### src/rtl/iir_fx_pkg.sv
package iir_fx_pkg;
  typedef enum logic {OVF_WRAP = 1'b0, OVF_SAT = 1'b1} ovf_mode_e;
  localparam int DEF_W      = 16;
  localparam int DEF_COEF   = 29491;
  localparam int DEF_XSHIFT = 5;
endpackage

### src/rtl/iir_mul_hi.sv
module iir_mul_hi #(
  parameter int W = 16
) (
  input  logic signed [W-1:0] coef,
  input  logic signed [W-1:0] state,
  output logic signed [W-1:0] hi
);
  localparam int PW = 2 * W;
  logic signed [PW-1:0] prod;

  always_comb begin
    prod = coef * state;
    hi   = prod[PW-1:W];
  end


  always_comb begin
    if (state == '0) begin
      zero_state_prod_chk: assert (hi == '0);
    end
  end
endmodule

### src/rtl/iir_align_add.sv
module iir_align_add #(
  parameter int W      = 16,
  parameter int XSHIFT = 5
) (
  input  logic signed [W-1:0] hi,
  input  logic signed [W-1:0] x,
  output logic signed [W:0]   sum
);
  logic signed [W-1:0] xa;

  always_comb begin
    xa  = x >>> XSHIFT;
    sum = {hi[W-1], hi} + {xa[W-1], xa};
  end


  always_comb begin
    align_sign_chk: assert (xa[W-1] == x[W-1]);
  end
endmodule

### src/rtl/iir_renorm.sv
module iir_renorm
  import iir_fx_pkg::*;
#(
  parameter int        W    = 16,
  parameter ovf_mode_e MODE = OVF_SAT
) (
  input  logic signed [W:0]   sum,
  output logic signed [W-1:0] y,
  output logic                ovf
);
  localparam logic signed [W-1:0] MAXV = {1'b0, {(W-1){1'b1}}};
  localparam logic signed [W-1:0] MINV = {1'b1, {(W-1){1'b0}}};
  logic signed [W+1:0] full;

  always_comb begin
    full = {sum, 1'b0};
    ovf  = !((full[W+1:W-1] == 3'b000) || (full[W+1:W-1] == 3'b111));
  end

  generate
    if (MODE == OVF_SAT) begin : g_sat
      always_comb begin
        if (ovf) y = sum[W] ? MINV : MAXV;
        else     y = full[W-1:0];
      end

      always_comb begin
        if (ovf) begin
          clamp_rail_chk: assert ((y == MAXV && !sum[W]) || (y == MINV && sum[W]));
        end
      end
    end else begin : g_wrap
      always_comb y = full[W-1:0];
    end
  endgenerate
endmodule

### src/rtl/iir_fx1.sv
module iir_fx1
  import iir_fx_pkg::*;
#(
  parameter int        W        = DEF_W,
  parameter int        COEF     = DEF_COEF,
  parameter int        XSHIFT   = DEF_XSHIFT,
  parameter ovf_mode_e OVF_MODE = OVF_SAT
) (
  input  logic                clk,
  input  logic                rst,
  input  logic                in_valid,
  input  logic signed [W-1:0] in_x,
  output logic                out_valid,
  output logic signed [W-1:0] out_y
);
  localparam logic signed [W-1:0] COEF_V = W'(COEF);

  logic signed [W-1:0] y_q;
  logic                v_q;
  logic signed [W-1:0] prod_hi;
  logic signed [W:0]   sum_w;
  logic signed [W-1:0] y_next;
  logic                ovf_w;

  iir_mul_hi #(.W(W)) u_mul (
    .coef  (COEF_V),
    .state (y_q),
    .hi    (prod_hi)
  );

  iir_align_add #(.W(W), .XSHIFT(XSHIFT)) u_add (
    .hi  (prod_hi),
    .x   (in_x),
    .sum (sum_w)
  );

  iir_renorm #(.W(W), .MODE(OVF_MODE)) u_norm (
    .sum (sum_w),
    .y   (y_next),
    .ovf (ovf_w)
  );

  always_ff @(posedge clk) begin
    if (rst) begin
      y_q <= '0;
      v_q <= 1'b0;
    end else begin
      v_q <= in_valid;
      if (in_valid) y_q <= y_next;
    end
  end

  assign out_valid = v_q;
  assign out_y     = y_q;


  reset_clear_chk: assert property (@(posedge clk)
    $past(rst) |-> (out_y == '0 && !out_valid));


  valid_follow_chk: assert property (@(posedge clk) disable iff (rst)
    in_valid |=> out_valid);


  valid_idle_chk: assert property (@(posedge clk) disable iff (rst)
    !in_valid |=> !out_valid);


  hold_state_chk: assert property (@(posedge clk) disable iff (rst)
    !in_valid |=> $stable(out_y));
endmodule

### config.mk
export PLATFORM = sky130hd
export DESIGN_NAME = iir_fx1
export DESIGN_NICKNAME = d
export VERILOG_FILES = /design/src/rtl/iir_fx_pkg.sv /design/src/rtl/iir_mul_hi.sv /design/src/rtl/iir_align_add.sv /design/src/rtl/iir_renorm.sv /design/src/rtl/iir_fx1.sv
export SDC_FILE = /design/constraint.sdc
export NUM_CORES = 1
export LEC_CHECK = 0
export ABC_CLOCK_PERIOD_IN_PS = 17300
export CAP_MARGIN = 0
export CORE_AREA = 2 2 210 109
export DETAILED_ROUTE_END_ITERATION = 8
export DIE_AREA = 0 0 212 111
export DONT_BUFFER_PORTS = 1
export GPL_ROUTABILITY_DRIVEN = 0
export PLACE_DENSITY = 0.66
export SKIP_LAST_GASP = 1
export SYNTH_ARGS = -nofsm -noshare
export SYNTH_HDL_FRONTEND = slang
export SYNTH_HIERARCHICAL = 1
export SYNTH_SLANG_ARGS = --single-unit
### constraint.sdc
create_clock -name clk -period 17.3 [get_ports clk]
set_clock_uncertainty 0.2 [all_clocks]
set_input_delay 0 -clock clk [delete_from_list [all_inputs] [get_ports clk]]
set_output_delay 0 -clock clk [all_outputs]
set_load 0.02 [all_outputs]
* Word-level counts from Yosys, hierarchy flattened *
Cells that the tools add are included.

storage, ports and cells
  bits in registers = 17
  input port bits = 19
  output and inout port bits = 17

cells by class
  equal/unequal tests = 1
  reductions and logical operators = 2
  $add $sub $neg = 1
  $mul = 1
  muxes and demuxes = 2

operators by type and width
  cell                      number
  $mul A16 B16 Y32 const A  1
  $mux W16                  2
  $add A16 B11 Y17          1
  $eq A3 B3 Y1 const B      1
  $logic_not A3 Y1          1
  $logic_or A1 B1 Y1        1

* Depth between registers and ports, before layout *
  depth in word-level cells = 5
  mapped depth = 33

* Modules after synthesis *
The synthesis kept the hierarchy.

by module, submodules not included
  module         sequential area each (um^2)  area each (um^2)  instances  cells an instance
  iir_mul_hi     0.0                          9,562.9           1          1,051
  iir_align_add  0.0                          778.2             1          95
  iir_fx1        340.3                        615.6             1          56
  iir_renorm     0.0                          351.6             1          56

* Least setup slack after synthesis *
Ideal clock, no wire load.

  path kind = register to register
  from = reg y_q[7], in the netlist out_y[7]
  to = reg y_q[11], in the netlist out_y[11]
  path buffers = 2
  data arrival time = 7.427 ns
  cell stages (with the launch flop) = 31
  setup time = 0.065 ns
  setup slack = 9.609 ns
  path through = dfxtp_1 clkbuf_1 nand2_1 fa_1 inv_1 fa_1 fa_1 fa_1 fa_1 inv_1 fa_1 inv_1 ha_1 and2_1 nand3_1 nand3_1 a221oi_4 a211oi_2 or4_1 o311ai_1 ha_1 a21o_1 a21o_1 a21oi_1 o21ai_1 xor2_1 buf_2 nor2_1 o22ai_1 mux2i_1 nor2_1

between the ends
  longest elaborated chain between the ends = 5

RTL lines
  element                                           RTL line             RTL
  start: declaration                                iir_fx1.sv:18        logic signed [W-1:0] y_q;
  start signal: assignment                          iir_fx1.sv:49        if (in_valid) y_q <= y_next;
  $mul A16 B16 Y32 *                                iir_mul_hi.sv:12     prod = coef * state;
  named net prod_hi[12]                             iir_fx1.sv:20        logic signed [W-1:0] prod_hi;
  $add A16 B11 Y17 *                                iir_align_add.sv:13  sum = {hi[W-1], hi} + {xa[W-1], xa};
  named net sum_w[15]                               iir_fx1.sv:21        logic signed [W:0] sum_w;
  $eq A3 B3 Y1 or $logic_not A3 Y1 (tied branches)  iir_renorm.sv:17     ovf = !((full[W+1:W-1] == 3'b000) || (full[W+1:W-1] == 3'b111));
  $logic_or A1 B1 Y1 *                              iir_renorm.sv:17
  $mux W16 *                                        iir_renorm.sv:23     if (ovf) y = sum[W] ? MINV : MAXV;
  named net y_next[11]                              iir_fx1.sv:22        logic signed [W-1:0] y_next;

The timed path passes the listed nets; every way through them passes the cells marked *.
A chain may end at the register's enable or synchronous reset.

* Worst setup path after layout *
  from = reg y_q[7], in the netlist out_y[7]
  to = reg y_q[1], in the netlist out_y[1]

between the ends
  longest elaborated chain between the ends = 5

RTL lines
  element                                           RTL line
  $mul A16 B16 Y32 *                                iir_mul_hi.sv:12
  named net prod_hi[10]                             iir_fx1.sv:20
  $add A16 B11 Y17 *                                iir_align_add.sv:13
  named net sum_w[16]                               iir_fx1.sv:21
  $eq A3 B3 Y1 or $logic_not A3 Y1 (tied branches)  iir_renorm.sv:17
  $logic_or A1 B1 Y1                                iir_renorm.sv:17
  $mux W16 *                                        iir_renorm.sv:23
  named net y_next[1]                               iir_fx1.sv:22

Marks and branches as above.

==> flow_metrics.env <==
export IMPL_status="finished clean"
export IMPL_grt_pass1_vias=8325
export IMPL_rows=39
export IMPL_vias=8154
export IMPL_r2r_setup_slack_ps=7640
export IMPL_ant_nets=0
export IMPL_ios=36
export IMPL_hold_path_end="out_y[2]$_SDFFE_PP0P_"
export IMPL_drive_above_1_share=0.0276
export IMPL_placed_cells=1639
export IMPL_core_area_sq_um=22000
export IMPL_slew_viol_final=0
export IMPL_clk_pin_slew_worst_paths_ps=50
export IMPL_cp_data_required_time_ps=17240
export IMPL_cts_buffer_depth=2
export IMPL_finalSetupViolations=0
export IMPL_htree_levels=1
export IMPL_period_share=0.558
export IMPL_vias_per_cell=4.95
export IMPL_worst_setup_path_end_kind="flip-flop"
export IMPL_dieArea_sq_um=23500
export IMPL_final_nets=1716
export IMPL_path_common_cell="fa_1"
export IMPL_fin_tns_setup_ps=0
export IMPL_drt_iter0_markers=575
export IMPL_r2r_end="out_y[1]$_SDFFE_PP0P_"
export IMPL_io_buffers=0
export IMPL_max_freq_mhz=104
export IMPL_initial_core_util=0.513
export IMPL_worstPathMaxFanout=30
export IMPL_period_needed_ps=9660
export IMPL_hold_viol_final=0
export IMPL_post_dp_cell_area_sq_um=12000
export IMPL_chipHeight_um=111
export IMPL_post_cts_buffers=0
export IMPL_worstSetupPathType="flip-flop to flip-flop"
export IMPL_dr_pass1_iters=5
export IMPL_wire_per_inst_um=16.9
export IMPL_worst_ep_arrival_time_ps=9590
export IMPL_yosysWarnings=6
export IMPL_path_buf_inv=5
export IMPL_clock_sinks=17
export IMPL_max_slew_margin_rel=0.180
export IMPL_grt_overflow=0
export IMPL_die_w_um=212
export IMPL_root_buffer="clkbuf_16"
export IMPL_slowest_delay_ps=790
export IMPL_r2r_start="out_y[7]$_SDFFE_PP0P_"
export IMPL_worstSetupStartpointType="flip-flop"
export IMPL_stdcell_count=1648
export IMPL_cts_tree="built"
export IMPL_routed_wl_mm=27.8
export IMPL_design_area_sq_um=12100
export IMPL_synthesis_area_sq_um=11300
export IMPL_worstHoldPathType="input pin to flip-flop"
export IMPL_post_route_drc_count=0
export IMPL_syn_inst=1255
export IMPL_utilization=0.548
export IMPL_tightest_slew_ps=1230
export IMPL_grt_max_degree=31
export IMPL_antenna_found_initial=0
export IMPL_cts_resized=0
export IMPL_nFillCells=2029
export IMPL_gr_usage_all_layers=0.254
export IMPL_min_from="in_x[6]"
export IMPL_worst_path_max_delay_cell="o22ai_2"
export IMPL_layout_area_overhead_vs_synth_pct=6.86
export IMPL_syn_area_per_cell_sq_um=9.00
export IMPL_cts_inserted_buffers=3
export IMPL_clk_latency_ps=250
export IMPL_min_path_cells=5
export IMPL_hpwl_mm=23.8
export IMPL_ff2ff_path_depth=30
export IMPL_rsz0062_at_grt="false"
export IMPL_crit_family="adder cells"
export IMPL_maxCapViolCount=0
export IMPL_grt_pass1_wl_mm=45.8
==> how the worst max path moves through the flow <==
stage	startpoint	endpoint	cells after the start	slack (ps)
3_3_place_gp	out_y[7]$_SDFFE_PP0P_	out_y[13]$_SDFFE_PP0P_	29	8290
5_1_grt	out_y[7]$_SDFFE_PP0P_	out_y[1]$_SDFFE_PP0P_	30	7050
4_1_cts	out_y[7]$_SDFFE_PP0P_	out_y[1]$_SDFFE_PP0P_	30	7690
2_1_floorplan	out_y[7]$_SDFFE_PP0P_	out_y[9]$_SDFFE_PP0P_	30	9640
6_report	out_y[7]$_SDFFE_PP0P_	out_y[1]$_SDFFE_PP0P_	30	7640
3_5_place_dp	out_y[7]$_SDFFE_PP0P_	out_y[14]$_SDFFE_PP0P_	29	8220
==> cell type report <==
| type | count | area, sq um | share of cell area |
|---|---|---|---|
| Multi-Input combinational cell | 1009 | 10000 | 0.831 |
| Inverter | 291 | 1090 | 0.0905 |
| Tap cell | 307 | 384 | 0.0318 |
| Sequential cell | 17 | 340 | 0.0282 |
| Timing Repair Buffer | 18 | 143 | 0.0118 |
| Clock buffer | 4 | 78.8 | 0.00653 |
| Antenna cell | 2 | 5.00 | 0.000415 |
==> per-layer routing <==
layer | global-route usage | wire length [um] | share of wire
met5 | 0 | 0 | 0
met4 | 0.0146 | 94 | 0.0034
met3 | 0.0632 | 2990 | 0.11
met2 | 0.339 | 10600 | 0.38
met1 | 0.426 | 14100 | 0.51
==> what timing repair did <==
item                                    4_1_cts  5_1_grt
endpoints found under the setup margin        0        0
hold buffers                                  3        0
hold endpoints to repair                     17        0
==> placed cells by master, fill, tap and decap left out, drive strengths merged, types with 3 or more instances in the layout <==
cell / n
a31oi: 3
o211ai: 4
nand4b: 4
a21o: 15
nand2b: 5
o311ai: 3
a211oi: 6
clkbuf: 4
o22ai: 16
dlygate4sd3: 3
nor2: 57
nand2: 138
ha: 95
xnor2: 25
and3: 4
dfxtp: 17
fa: 262
conb: 111
nor3: 8
mux2i: 17
a21oi: 31
a21boi: 15
xor2: 9
buf: 15
nand4: 5
o21ai: 17
inv: 291
nand3: 13
and2: 124
==> flip-flops by register name (all words and copies together), names as in the netlist <==
register,count
out_y,16
out_valid,1
==> per-stage QoR <==
step / hold WS (ps) / setup WS (ps)
after floorplan: 37.1 / 9640
after global placement: -125 / 8290
after detailed placement: -125 / 8220
after CTS: 68.2 / 7690
after global routing: 150 / 7050
final: 67.0 / 7640
==> worst reg2reg max path, delay by kind of cell (launching register included) <==
kind                     cells  cell delay, ps
flip-flops                   1             630
AO/OA/AOI/OAI               10            2880
multiplexers                 1             180
AND/OR/NAND/NOR              6             890
buffers and inverters        5            1040
adder cells (fa/ha/maj)      8            3730
Power is left out: the tool's default activity adds up to more than one toggle a clock period on the data nets, which glitch-free logic cannot reach.
